--- src/rtl/lpwm_pkg.sv ---
package lpwm_pkg;

  // Byte offsets of the register map
  localparam int unsigned OFS_COUNT = 32'h0;
  localparam int unsigned OFS_LOW   = 32'h4;
  localparam int unsigned OFS_PER   = 32'h8;
  localparam int unsigned OFS_CTL   = 32'hC;

  // Control bit positions
  localparam int unsigned CTL_EN    = 0;
  localparam int unsigned CTL_OEN   = 3;
  localparam int unsigned CTL_RST   = 7;
  localparam int unsigned CTL_INV   = 9;

  typedef struct packed {
    logic inv;
    logic rst;
    logic oe_n;
    logic en;
  } ctl_t;

endpackage

--- src/rtl/lpwm_regs.sv ---
module lpwm_regs
  import lpwm_pkg::*;
#(
  parameter int unsigned DATA_W = 32,
  parameter int unsigned ADDR_W = 4
) (
  input  logic              clk,
  input  logic              rst_n,
  input  logic              wr,
  input  logic [ADDR_W-1:0] addr,
  input  logic [DATA_W-1:0] wdata,
  input  logic [DATA_W-1:0] count_view,
  output logic [DATA_W-1:0] rdata,
  output logic [DATA_W-1:0] low_buf,
  output logic [DATA_W-1:0] per_buf,
  output ctl_t              ctl
);

  function automatic logic hits(input logic [ADDR_W-1:0] a, input int unsigned ofs);
    return a == ADDR_W'(ofs);
  endfunction

  function automatic logic [DATA_W-1:0] pack_ctl(input ctl_t c);
    logic [DATA_W-1:0] v;
    v          = '0;
    v[CTL_EN]  = c.en;
    v[CTL_OEN] = c.oe_n;
    v[CTL_RST] = c.rst;
    v[CTL_INV] = c.inv;
    return v;
  endfunction

  logic wr_low, wr_per, wr_ctl;
  assign wr_low = wr && hits(addr, OFS_LOW);
  assign wr_per = wr && hits(addr, OFS_PER);
  assign wr_ctl = wr && hits(addr, OFS_CTL);

  always_ff @(posedge clk or negedge rst_n) begin
    if (!rst_n) begin
      low_buf <= '0;
      per_buf <= '0;
      ctl     <= '0;
    end else begin
      if (wr_low) low_buf <= wdata;
      if (wr_per) per_buf <= wdata;
      if (wr_ctl) begin
        ctl.en   <= wdata[CTL_EN];
        ctl.oe_n <= wdata[CTL_OEN];
        ctl.rst  <= wdata[CTL_RST];
        ctl.inv  <= wdata[CTL_INV];
      end
    end
  end

  always_comb begin
    rdata = '0;
    if (hits(addr, OFS_COUNT)) rdata = count_view;
    if (hits(addr, OFS_LOW))   rdata = low_buf;
    if (hits(addr, OFS_PER))   rdata = per_buf;
    if (hits(addr, OFS_CTL))   rdata = pack_ctl(ctl);
  end

endmodule

--- src/rtl/lpwm_counter.sv ---
module lpwm_counter #(
  parameter int unsigned CNT_W = 32
) (
  input  logic             clk,
  input  logic             rst_n,
  input  logic             en,
  input  logic             hold_zero,
  input  logic [CNT_W-1:0] low_buf,
  input  logic [CNT_W-1:0] per_buf,
  output logic [CNT_W-1:0] cnt,
  output logic [CNT_W-1:0] low_act,
  output logic [CNT_W-1:0] per_act,
  output logic [CNT_W-1:0] low_eff,
  output logic [CNT_W-1:0] per_eff,
  output logic             run,
  output logic             period_start
);

  // True when the count has reached the last cycle of the period
  function automatic logic at_wrap(input logic [CNT_W-1:0] c, input logic [CNT_W-1:0] p);
    return (p == '0) || (c >= p - CNT_W'(1));
  endfunction

  logic at_zero;
  assign at_zero      = (cnt == '0);
  assign run          = en && !hold_zero;
  assign period_start = run && at_zero;

  // At count zero the buffers are used directly, so the first cycle of a
  // period already runs on the freshly loaded settings.
  assign low_eff = at_zero ? low_buf : low_act;
  assign per_eff = at_zero ? per_buf : per_act;

  always_ff @(posedge clk or negedge rst_n) begin
    if (!rst_n) begin
      cnt     <= '0;
      low_act <= '0;
      per_act <= '0;
    end else begin
      if (period_start) begin
        low_act <= low_buf;
        per_act <= per_buf;
      end
      if (hold_zero) begin
        cnt <= '0;
      end else if (en) begin
        if (at_wrap(cnt, per_eff)) cnt <= '0;
        else                       cnt <= cnt + CNT_W'(1);
      end
    end
  end

endmodule

--- src/rtl/lpwm_wave.sv ---
module lpwm_wave #(
  parameter int unsigned CNT_W = 32
) (
  input  logic             run,
  input  logic             inv,
  input  logic [CNT_W-1:0] cnt,
  input  logic [CNT_W-1:0] low_eff,
  input  logic [CNT_W-1:0] per_eff,
  output logic             level,
  output logic             pwm
);

  // Number of high cycles at the start of a period, clamped at zero
  function automatic logic [CNT_W-1:0] high_time(input logic [CNT_W-1:0] p,
                                                 input logic [CNT_W-1:0] l);
    return (p > l) ? (p - l) : '0;
  endfunction

  assign level = run && (cnt < high_time(per_eff, low_eff));
  assign pwm   = level ^ inv;

endmodule

--- src/rtl/lowpulse_pwm.sv ---
module lowpulse_pwm
  import lpwm_pkg::*;
#(
  parameter int unsigned DATA_W = 32,
  parameter int unsigned ADDR_W = 4
) (
  input  logic              clk,
  input  logic              rst_n,
  input  logic              reg_wr,
  input  logic [ADDR_W-1:0] reg_addr,
  input  logic [DATA_W-1:0] reg_wdata,
  output logic [DATA_W-1:0] reg_rdata,
  output logic              pwm_out,
  output logic              pwm_oe_n
);

  localparam int unsigned CNT_W = DATA_W;

  ctl_t             ctl;
  logic [CNT_W-1:0] low_buf, per_buf;
  logic [CNT_W-1:0] cnt, low_act, per_act, low_eff, per_eff;
  logic             run, period_start, level;
  logic             en_bit, rst_bit, inv_bit;

  assign en_bit  = ctl.en;
  assign rst_bit = ctl.rst;
  assign inv_bit = ctl.inv;

  lpwm_regs #(.DATA_W(DATA_W), .ADDR_W(ADDR_W)) u_regs (
    .clk        (clk),
    .rst_n      (rst_n),
    .wr         (reg_wr),
    .addr       (reg_addr),
    .wdata      (reg_wdata),
    .count_view (cnt),
    .rdata      (reg_rdata),
    .low_buf    (low_buf),
    .per_buf    (per_buf),
    .ctl        (ctl)
  );

  lpwm_counter #(.CNT_W(CNT_W)) u_counter (
    .clk          (clk),
    .rst_n        (rst_n),
    .en           (en_bit),
    .hold_zero    (rst_bit),
    .low_buf      (low_buf),
    .per_buf      (per_buf),
    .cnt          (cnt),
    .low_act      (low_act),
    .per_act      (per_act),
    .low_eff      (low_eff),
    .per_eff      (per_eff),
    .run          (run),
    .period_start (period_start)
  );

  lpwm_wave #(.CNT_W(CNT_W)) u_wave (
    .run     (run),
    .inv     (inv_bit),
    .cnt     (cnt),
    .low_eff (low_eff),
    .per_eff (per_eff),
    .level   (level),
    .pwm     (pwm_out)
  );

  assign pwm_oe_n = ctl.oe_n;

endmodule

--- config.mk ---
export PLATFORM = sky130hd
export DESIGN_NAME = lowpulse_pwm
export DESIGN_NICKNAME = d
export VERILOG_FILES = /design/src/rtl/lpwm_pkg.sv /design/src/rtl/lpwm_regs.sv /design/src/rtl/lpwm_counter.sv /design/src/rtl/lpwm_wave.sv /design/src/rtl/lowpulse_pwm.sv
export SDC_FILE = /design/constraint.sdc
export NUM_CORES = 1
export LEC_CHECK = 0
export BUFFER_PORTS_ARGS = -buffer_cell sky130_fd_sc_hd__buf_2
export CAP_MARGIN = 20
export CORE_UTILIZATION = 57
export DETAILED_ROUTE_END_ITERATION = 6
export PLACE_DENSITY = 0.75
export RECOVER_POWER = 25
export SLEW_MARGIN = 20
export SYNTH_ARGS = -nofsm -noshare
export SYNTH_HDL_FRONTEND = slang
export SYNTH_HIERARCHICAL = 1
export SYNTH_SLANG_ARGS = --single-unit
--- constraint.sdc ---
create_clock -name clk -period 6.9 [get_ports clk]
set_input_delay 1.38 -clock clk [delete_from_list [all_inputs] [get_ports clk]]
set_output_delay 1.38 -clock clk [all_outputs]
set_load 0.03 [all_outputs]
# ---- Yosys cells after proc, flatten, opt, wreduce, memory -nomap -nowiden
# Cells that the tools add are included.
dict set report word_totals {
  ff_bits 164
  latchBits 0
  mem_bits_rw 0
  romBits 0
  in_bits 39
  output_inout_bits 34
  memories 0
}
dict set report classes {
  add_sub_neg 3
  mul 0
  div 0
  order_cmp 3
  n_eq_ne 3
  n_shift 0
  mux 10
  bitwise_logic 1
  n_reduce_logical 12
}
# cell count
set op_table {}
lappend op_table {{2-to-1 mux 32 bit} 10}
lappend op_table {{logical NOT 32 bit} 2}
lappend op_table {{adder 32 x 1 -> 32 bit (second input constant)} 1}
lappend op_table {{greater-or-equal comparator 32 bit} 1}
lappend op_table {{> comparator 32 bit} 1}
lappend op_table {{< comparator 32 bit} 1}
lappend op_table {{subtractor 32 x 1 -> 32 bit (second input constant)} 1}
lappend op_table {{subtractor 32 bit} 1}
lappend op_table {{equality test 4 bit (second input constant)} 2}
lappend op_table {{logical AND 1 bit} 6}
lappend op_table {{equality test 4 x 3 -> 1 bit (second input constant)} 1}
lappend op_table {{logical NOT 4 bit} 1}
lappend op_table {{nonzero test 2 bit} 1}
lappend op_table {{logical NOT 1 bit} 1}
lappend op_table {{logical OR 1 bit} 1}
lappend op_table {{bitwise XOR 1 bit} 1}

# ---- Logic depth before layout (Yosys ltp)
# Gate-level depths: netlist of run 1.
dict set report logic_depth {
  word_depth 8
  mapped_depth 29
  ltp_nobuf 28
}

# ---- Cells and area by module
# The synthesis of run 1 kept the hierarchy.
# mod instances cells_per_inst area_each_um2 seq_area_each_um2
set modules_own_cells {}
lappend modules_own_cells {lpwm_counter 1 685 6791.5 2402.3}
lappend modules_own_cells {lpwm_regs 1 283 3488.3 1701.6}
lappend modules_own_cells {lpwm_wave 1 395 2727.6 0.0}

# ---- Worst setup path after synthesis of run 1
# OpenSTA, ideal clock, no wires.
dict set report synth_timing {
  path_type {register to output}
  from {register u_counter.cnt[0]}
  to {output pwm_out}
  arrival_time_ns 6.074
  t_required_ns 5.520
  setup_slack_ns -0.554
  stages_incl_launch_ff 28
  cell_sequence {dfrtp_1 > inv_1 > ha_1 > nor4b_1 > nand4_1 > nor2_4 > buf_2 > buf_2 > buf_2 > mux2_2 > ha_1 > a211oi_1 > nor2_1 > or3_1 > a41oi_2 > o21bai_1 > a31oi_1 > xnor2_1 > nand2_1 > ha_1 > o21ai_0 > o21ai_0 > a311oi_1 > nor2_1 > a311oi_1 > o41ai_1 > o31ai_4 > xor2_1}
}
dict set report synth_via {
  elab_chain_len 7
  elab_cells_between_ends 9
}
# item line_no
set synth_lines {}
lappend synth_lines {{from (decl)} lpwm_counter.sv:10} ;# output logic [CNT_W-1:0] cnt,
lappend synth_lines {{from (signal assigned)} lpwm_counter.sv:48} ;# else cnt <= cnt + CNT_W'(1);
lappend synth_lines {{logical NOT 32 bit *} lpwm_counter.sv:25} ;# assign at_zero = (cnt == '0);
lappend synth_lines {{2-to-1 mux 32 bit *} lpwm_counter.sv:32} ;# assign per_eff = at_zero ? per_buf : per_act;
lappend synth_lines {{via per_eff[8]} lowpulse_pwm.sv:21} ;# logic [CNT_W-1:0] cnt, low_act, per_act, low_eff, per_eff;
lappend synth_lines {{subtractor 32 bit / > comparator 32 bit (equally long branches)} lpwm_wave.sv:16} ;# return (p > l) ? (p - l) : '0;
lappend synth_lines {{2-to-1 mux 32 bit *} lpwm_wave.sv:16}
lappend synth_lines {{< comparator 32 bit *} lpwm_wave.sv:19} ;# assign level = run && (cnt < high_time(per_eff, low_eff));
lappend synth_lines {{logical AND 1 bit *} lpwm_wave.sv:19}
lappend synth_lines {{via level} lowpulse_pwm.sv:22} ;# logic run, period_start, level;
lappend synth_lines {{bitwise XOR 1 bit *} lpwm_wave.sv:20} ;# assign pwm = level ^ inv;
lappend synth_lines {{to (decl)} lowpulse_pwm.sv:13} ;# output logic pwm_out,
# Mark *: on every way through the listed nets, which the timed path passes. The rest lies on a longest branch.

# ---- Worst setup path in the final report of run 1
dict set report layout_timing {
  from {register u_counter.cnt[0]}
  to {output pwm_out}
}
dict set report layout_via {
  elab_chain_len 7
  elab_cells_between_ends 9
}
# item line_no
set layout_lines {}
lappend layout_lines {{logical NOT 32 bit *} lpwm_counter.sv:25}
lappend layout_lines {{2-to-1 mux 32 bit *} lpwm_counter.sv:31} ;# assign low_eff = at_zero ? low_buf : low_act;
lappend layout_lines {{via low_eff[8]} lowpulse_pwm.sv:21}
lappend layout_lines {{subtractor 32 bit / > comparator 32 bit (equally long branches)} lpwm_wave.sv:16}
lappend layout_lines {{2-to-1 mux 32 bit *} lpwm_wave.sv:16}
lappend layout_lines {{< comparator 32 bit *} lpwm_wave.sv:19}
lappend layout_lines {{logical AND 1 bit *} lpwm_wave.sv:19}
lappend layout_lines {{via level} lowpulse_pwm.sv:22}
lappend layout_lines {{bitwise XOR 1 bit *} lpwm_wave.sv:20}
# Marked as above.

==> flow_summary.json, run 1 <==
{
  "cts.sinks": 164,
  "die_area_sq_mm": 0.0234,
  "yosys_most_used_dff": "dfrtp_1",
  "violations": "capacitance limit, slew limit, setup timing",
  "powerDensity_mw_per_mm2": 611,
  "async_flop_share_pct": 100,
  "worstReg2RegEnd": "u_counter/cnt[16]",
  "drt-total-wl_um": 40100,
  "cts_tree": "done",
  "first_global_vias": 12187,
  "crit_arrival_ns": 6.14,
  "grt_pass1_wl_um": 63500,
  "power.leakage_nw": 7.17,
  "reg2reg_depth": 15,
  "drc": 0,
  "diodes": 0,
  "synth_cell_types": 81,
  "slew_violations": 96,
  "multi_input_area_sq_mm": 0.00871,
  "avgSynthCellArea_sq_um": 9.54,
  "via_count": 11984,
  "synthCells": 1363,
  "regToRegSetupSlack_ns": 0.95,
  "wl_per_cell_um": 21.4,
  "dr.pass1.iters": 6,
  "layout-drive-gt1-share_pct": 37.2,
  "clk_pin_slew_ns": 0.07,
  "drt_iter0_markers": 1144,
  "start_kind": "flip-flop",
  "dp.final_hpwl_um": 27700,
  "pin_count": 73,
  "fp.dieW_um": 153,
  "maxCapViolCount": 1,
  "status": "finished, violations left",
  "crit_required_ns": 5.52,
  "synthTopCellsByArea": "dfrtp_1, mux2_2, ha_1",
  "cts_root_buf": "clkbuf_16",
  "ant_nets": 0,
  "initial_core_util_pct": 58.9,
  "clock.fmax_ghz": 0.133,
  "ys.warnings.count": 6,
  "crit_start": "u_counter/cnt[0]",
  "vias_per_cell": 6.39,
  "htree_num_levels": 4,
  "gp_congestion": 0.945,
  "setup_ws_ns": -0.618,
  "synth_top_area_share_pct": 31.6,
  "ys_ff_latch": 164,
  "syn_nets": 1500,
  "finalCritPeriodShare_pct": 109,
  "yosysMostFrequentCell": "mux2_2",
  "synth_area_sq_mm": 0.0130,
  "die_y_um": 153,
  "slowest_delay_ns": 0.39,
  "synth-edff-count": 0,
  "cp_max_fo": 5,
  "endpoint_kind": "primary output",
  "nNetsFinal": 1718,
  "timing.hold.ws_ns": 0.504,
  "globalRouteOverflowTotal": 0,
  "synth_top_area_cell": "dfrtp_1",
  "core-area_sq_mm": 0.0221,
  "crit_end": "pwm_out",
  "synth_seq_area_share_pct": 31.6,
  "final-setup-viol-count": 1,
  "port_buffers": 72,
  "antenna_found_initial": 0,
  "clk_latency_ns": 0.45,
  "max_slew_margin_pct": -240,
  "power_mw": 9.75,
  "numCtsBuffers": 17,
  "cts_hold_buf": 0,
  "period_needed_ns": 7.52,
  "clockBufferDepth": 2,
  "fin_skew_ns": 0.0135,
  "fill_cells": 1573,
  "rsz0062_at_grt": "yes",
  "area_growth_pct": 22.7,
  "hold_class": "reg2reg",
  "rows": 54,
  "synth_common_cells": "mux2_2, dfrtp_1, nand2_1",
  "critical_path_class": "reg2out",
  "crit_path_top_delay_cell": "dfrtp_1",
  "ir_drop_v": 0.000432,
  "max_slew.worst_pin.slew_ns": 5.09,
  "finalHoldViolCount": 0,
  "regArea_sq_mm": 0.00410,
  "timing.rr.start": "u_regs/per_buf[2]",
  "grt_max_degree": 96,
  "grt_usage_pct": 34.5
}
==> worst max-delay path, delay by kind of cell (launching register included) <==
kind,cells,cell delay [ns]
mux,1,0.33
simple gates,7,1.00
compound gates,8,1.96
fa+ha+maj,3,0.73
buf+inv,8,1.13
xor+xnor,1,0.14
flops,1,0.39
==> area by class of cell <==
cell class | count | share of cell area [%]
clock buffer | 18 | 2.75
sequential | 164 | 25.7
timing repair buffer | 260 | 12.2
clock inverter | 14 | 0.894
tap | 280 | 2.20
inverter | 70 | 1.65
multi-input combinational | 1068 | 54.6
==> worst min path at each step <==
| stage | end | cells after the start | slack, ns | from |
|---|---|---|---|---|
| floorplan | u_counter/low_act[0] | 1 | 0.48 | u_counter/low_act[0] |
| global placement | u_counter/low_act[15] | 1 | 0.49 | u_counter/low_act[15] |
| detailed placement | u_counter/low_act[8] | 1 | 0.49 | u_counter/low_act[8] |
| CTS | u_counter/low_act[16] | 1 | 0.51 | u_counter/low_act[16] |
| global route | u_counter/low_act[16] | 1 | 0.52 | u_counter/low_act[16] |
| finish | u_counter/low_act[8] | 1 | 0.50 | u_counter/low_act[8] |
==> placed cells by master (no fill, tap or decap), types with 12 or more instances in the layout <==
cell type  netlist  final
mux2_2         186    186
buf_4            4    172
dfrtp_1        164    164
nand2_1        139    139
ha_1            97     84
a21oi_1         78     74
buf_2           27     70
inv_1           70     67
mux2i_1         51     47
nor2_1          47     43
nand4_1         41     41
nand3_1         44     41
o21ai_0         41     31
xnor2_1         27     27
nor3_1          24     23
a31oi_1         23     22
or2_2           21     21
nor4_1          24     20
o21ai_1         11     18
clkbuf_16        0     17
and3_1          16     15
xor2_1          15     14
or2_1           12     12
and2_1          13     12
==> what timing repair did <==
item	4_1_cts	5_1_grt
pin swaps	26	12
hold endpoints to repair	0	0
gates resized for setup	68	16
buffers inserted	11	1
cloned	3	0
setup endpoints to repair	1	1
==> per-stage QoR <==
step	utilization (%)	cells	area (sq um)	setup TNS (ns)	setup slack [ns]
2_1_floorplan	-	1363	13100	0	0.0242
3_3_place_gp	66.9	1827	14800	-0.359	-0.359
3_5_place_dp	66.9	1827	14800	-0.525	-0.525
4_1_cts	71.8	1873	15900	-0.557	-0.557
5_1_grt	72.2	1874	16000	-0.892	-0.892
6_report	72.2	1874	16000	-0.618	-0.618
==> power breakdown <==
part	internal (mW)	total [mW]	switching [mW]
Clock	0.519	0.965	0.445
Sequential	1.24	1.53	0.286
Combinational	3.61	7.26	3.65
==> per-layer routing <==
| layer | vias to the layer above | global-route usage [%] | share of wire (%) |
|---|---|---|---|
| met1 | 5878 | 42.4 | 41 |
| met3 | 126 | 5.44 | 5.6 |
| met5 | - | 0 | 0 |
| met4 | 0 | 17.0 | 4.2 |
| met2 | 546 | 58.9 | 49 |
| li1 | 5434 | - | - |
==> kinds of logic (layout without fill, tap and decap cells) <==
logic type	Yosys count	in the layout	synth area share, %
compound gates	246	246	12.6
xor+xnor	42	42	2.83
fa+ha+maj	98	98	9.48
buf+inv	131	362	4.79
flops	164	164	31.6
mux	245	245	21.1
simple gates	437	437	17.6
==> registers in the layout, indices dropped and copies added (netlist names) <==
name               flops
u_regs/per_buf        32
u_regs/low_buf        32
u_counter/low_act     32
u_counter/per_act     32
u_regs/ctl             4
u_counter/cnt         32
No activity file was read; power rests on OpenSTA's default activity.
==> inputs of run 2 (changes only) <==
--- a/constraint.sdc
+++ b/constraint.sdc
@@ -3,2 +3,2 @@
 set_output_delay 1.38 -clock clk [all_outputs]
-set_load 0.03 [all_outputs]
+set_load 0.005 [all_outputs]
==> flow_summary.json, run 2 (synthesis results as in run 1) <==
{
  "status": "finished, violations left",
  "violations": "capacitance limit, slew limit, setup timing",
  "ir_drop_v": 0.000359,
  "diodes": 0,
  "min_path_cells": 1,
  "powerDensity_mw_per_mm2": 633,
  "grt_pass1_wl_um": 62600,
  "hp-start": "u_counter/low_act[30]",
  "final-setup-viol-count": 1,
  "final_cell_mix": "buf_4, mux2_2, dfrtp_1",
  "clock.fmax_ghz": 0.132,
  "crit_required_ns": 5.52,
  "critical_path_class": "reg2out",
  "die_y_um": 153,
  "first_global_vias": 12016,
  "setup_ws_ns": -0.692,
  "finalCritPeriodShare_pct": 110,
  "period_needed_ns": 7.59,
  "globalRouteOverflowTotal": 0,
  "rows": 54,
  "area_growth_pct": 25.8,
  "fp.dieW_um": 153,
  "die_area_sq_mm": 0.0234,
  "multi_input_area_sq_mm": 0.00902,
  "dp.final_hpwl_um": 27700,
  "maxCapViolCount": 2,
  "nNetsFinal": 1730,
  "port_buffers": 72,
  "finalHoldViolCount": 0,
  "fin_util_pct": 74.1,
  "max_slew.worst_pin.slew_ns": 3.41,
  "cp_max_fo": 5,
  "fin_skew_ns": 0.0115,
  "clk_pin_slew_ns": 0.06,
  "grt_usage_pct": 34.1,
  "cts_tree": "done",
  "dr.pass1.iters": 6,
  "power.leakage_nw": 7.29,
  "pin_count": 73,
  "initial_core_util_pct": 58.9,
  "timing.rr.start": "u_counter/cnt[31]",
  "drt-total-wl_um": 41600,
  "cts_root_buf": "clkbuf_16",
  "numCtsBuffers": 17,
  "via_count": 12218,
  "crit_start": "u_counter/cnt[31]",
  "reg2reg_depth": 20,
  "htree_num_levels": 4,
  "grt_max_degree": 72,
  "endpoint_kind": "primary output",
  "start_kind": "flip-flop",
  "place_ws_ns": -0.285,
  "layout-drive-gt1-share_pct": 39.6,
  "gp_congestion": 0.962,
  "core-area_sq_mm": 0.0221,
  "cts_hold_buf": 0,
  "clockBufferDepth": 2,
  "clk_latency_ns": 0.44,
  "vias_per_cell": 6.48,
  "crit_arrival_ns": 6.21,
  "max_slew_margin_pct": -127,
  "slew_violations": 97,
  "wl_per_cell_um": 22.0,
  "drc": 0,
  "antenna_found_initial": 0,
  "drt_iter0_markers": 1212,
  "hold_class": "reg2reg",
  "ant_nets": 0,
  "rsz0062_at_grt": "yes",
  "final_common_cell": "buf_4",
  "fill_cells": 1501,
  "regArea_sq_mm": 0.00410,
  "cts.sinks": 164
}
==> run 2: timing repair <==
action | CTS | global route
setup buffers | 11 | 15
gates cloned | 2 | 2
resized for setup | 72 | 77
setup endpoints to repair | 1 | 1
pin swaps | 29 | 53
==> run 2: per-stage QoR <==
step / cells / TNS (ns) / hold WS [ns] / total power, mW / area (sq um)
global placement: 1828 / -0.0954 / 0.485 / 7.55 / 14700
finish: 1886 / -0.692 / 0.507 / 10.4 / 16400
global route: 1886 / -0.904 / 0.521 / 10.9 / 16400
floorplan: 1363 / 0 / 0.477 / 5.47 / 13000
CTS: 1873 / -0.604 / 0.508 / 9.35 / 15800
detailed placement: 1828 / -0.285 / 0.493 / 7.67 / 14700
==> run 2: per-layer routing <==
metal	track usage [%]	up-vias	part of all wire, %
met5	0	-	0
met4	18.5	0	5.4
met3	7.34	192	6.3
met2	58.7	598	49
met1	39.5	5959	39
li1	-	5469	-
==> run 2: critical path: stages, from the launching register on <==
cell and delay (ns):
dfrtp_1 0.40, nor4_2 0.30, buf_4 0.15, nand4_1 0.19, nor2_4 0.22, buf_12 0.16
mux2i_4 0.23, inv_1 0.06, inv_1 0.12, ha_4 0.16, inv_2 0.04, fa_2 0.37
nand3_4 0.11, a21oi_4 0.07, o311ai_4 0.32, nand3_2 0.17, o211a_1 0.28, or3_1 0.36
xnor2_1 0.14, nand2_1 0.11, ha_4 0.18, a2111oi_4 0.29, o21ai_2 0.11, a221oi_2 0.32
nand3_1 0.18, o31ai_4 0.40, xor2_1 0.21, buf_2 0.14
==> run 2: cell type report <==
type / instances / area share [%]
clock buffer: 18 / 2.62
clock inverter: 14 / 1.03
inverter: 70 / 1.62
multi-input combinational: 1068 / 55.1
sequential: 164 / 25.1
tap: 280 / 2.14
timing repair buffer: 272 / 12.4
==> run 2: final timing paths <==
path	to	slack (ns)
setup / recovery	pwm_out	-0.69
hold / removal	u_counter/low_act[30]	0.51
setup reg to reg	u_counter/cnt[5]	1.16
hold reg to reg	u_counter/low_act[30]	0.51
max in group asynchronous	u_regs/per_buf[19]	1.49
min in group asynchronous	u_counter/cnt[27]	1.41
==> run 2: report_power, final <==
group          switching [mW]  leakage, nW  internal, mW
clock                   0.452        0.295         0.547
sequential              0.295         2.07          1.24
combinational            3.92         4.93          3.91
total                    4.67         7.29          5.69
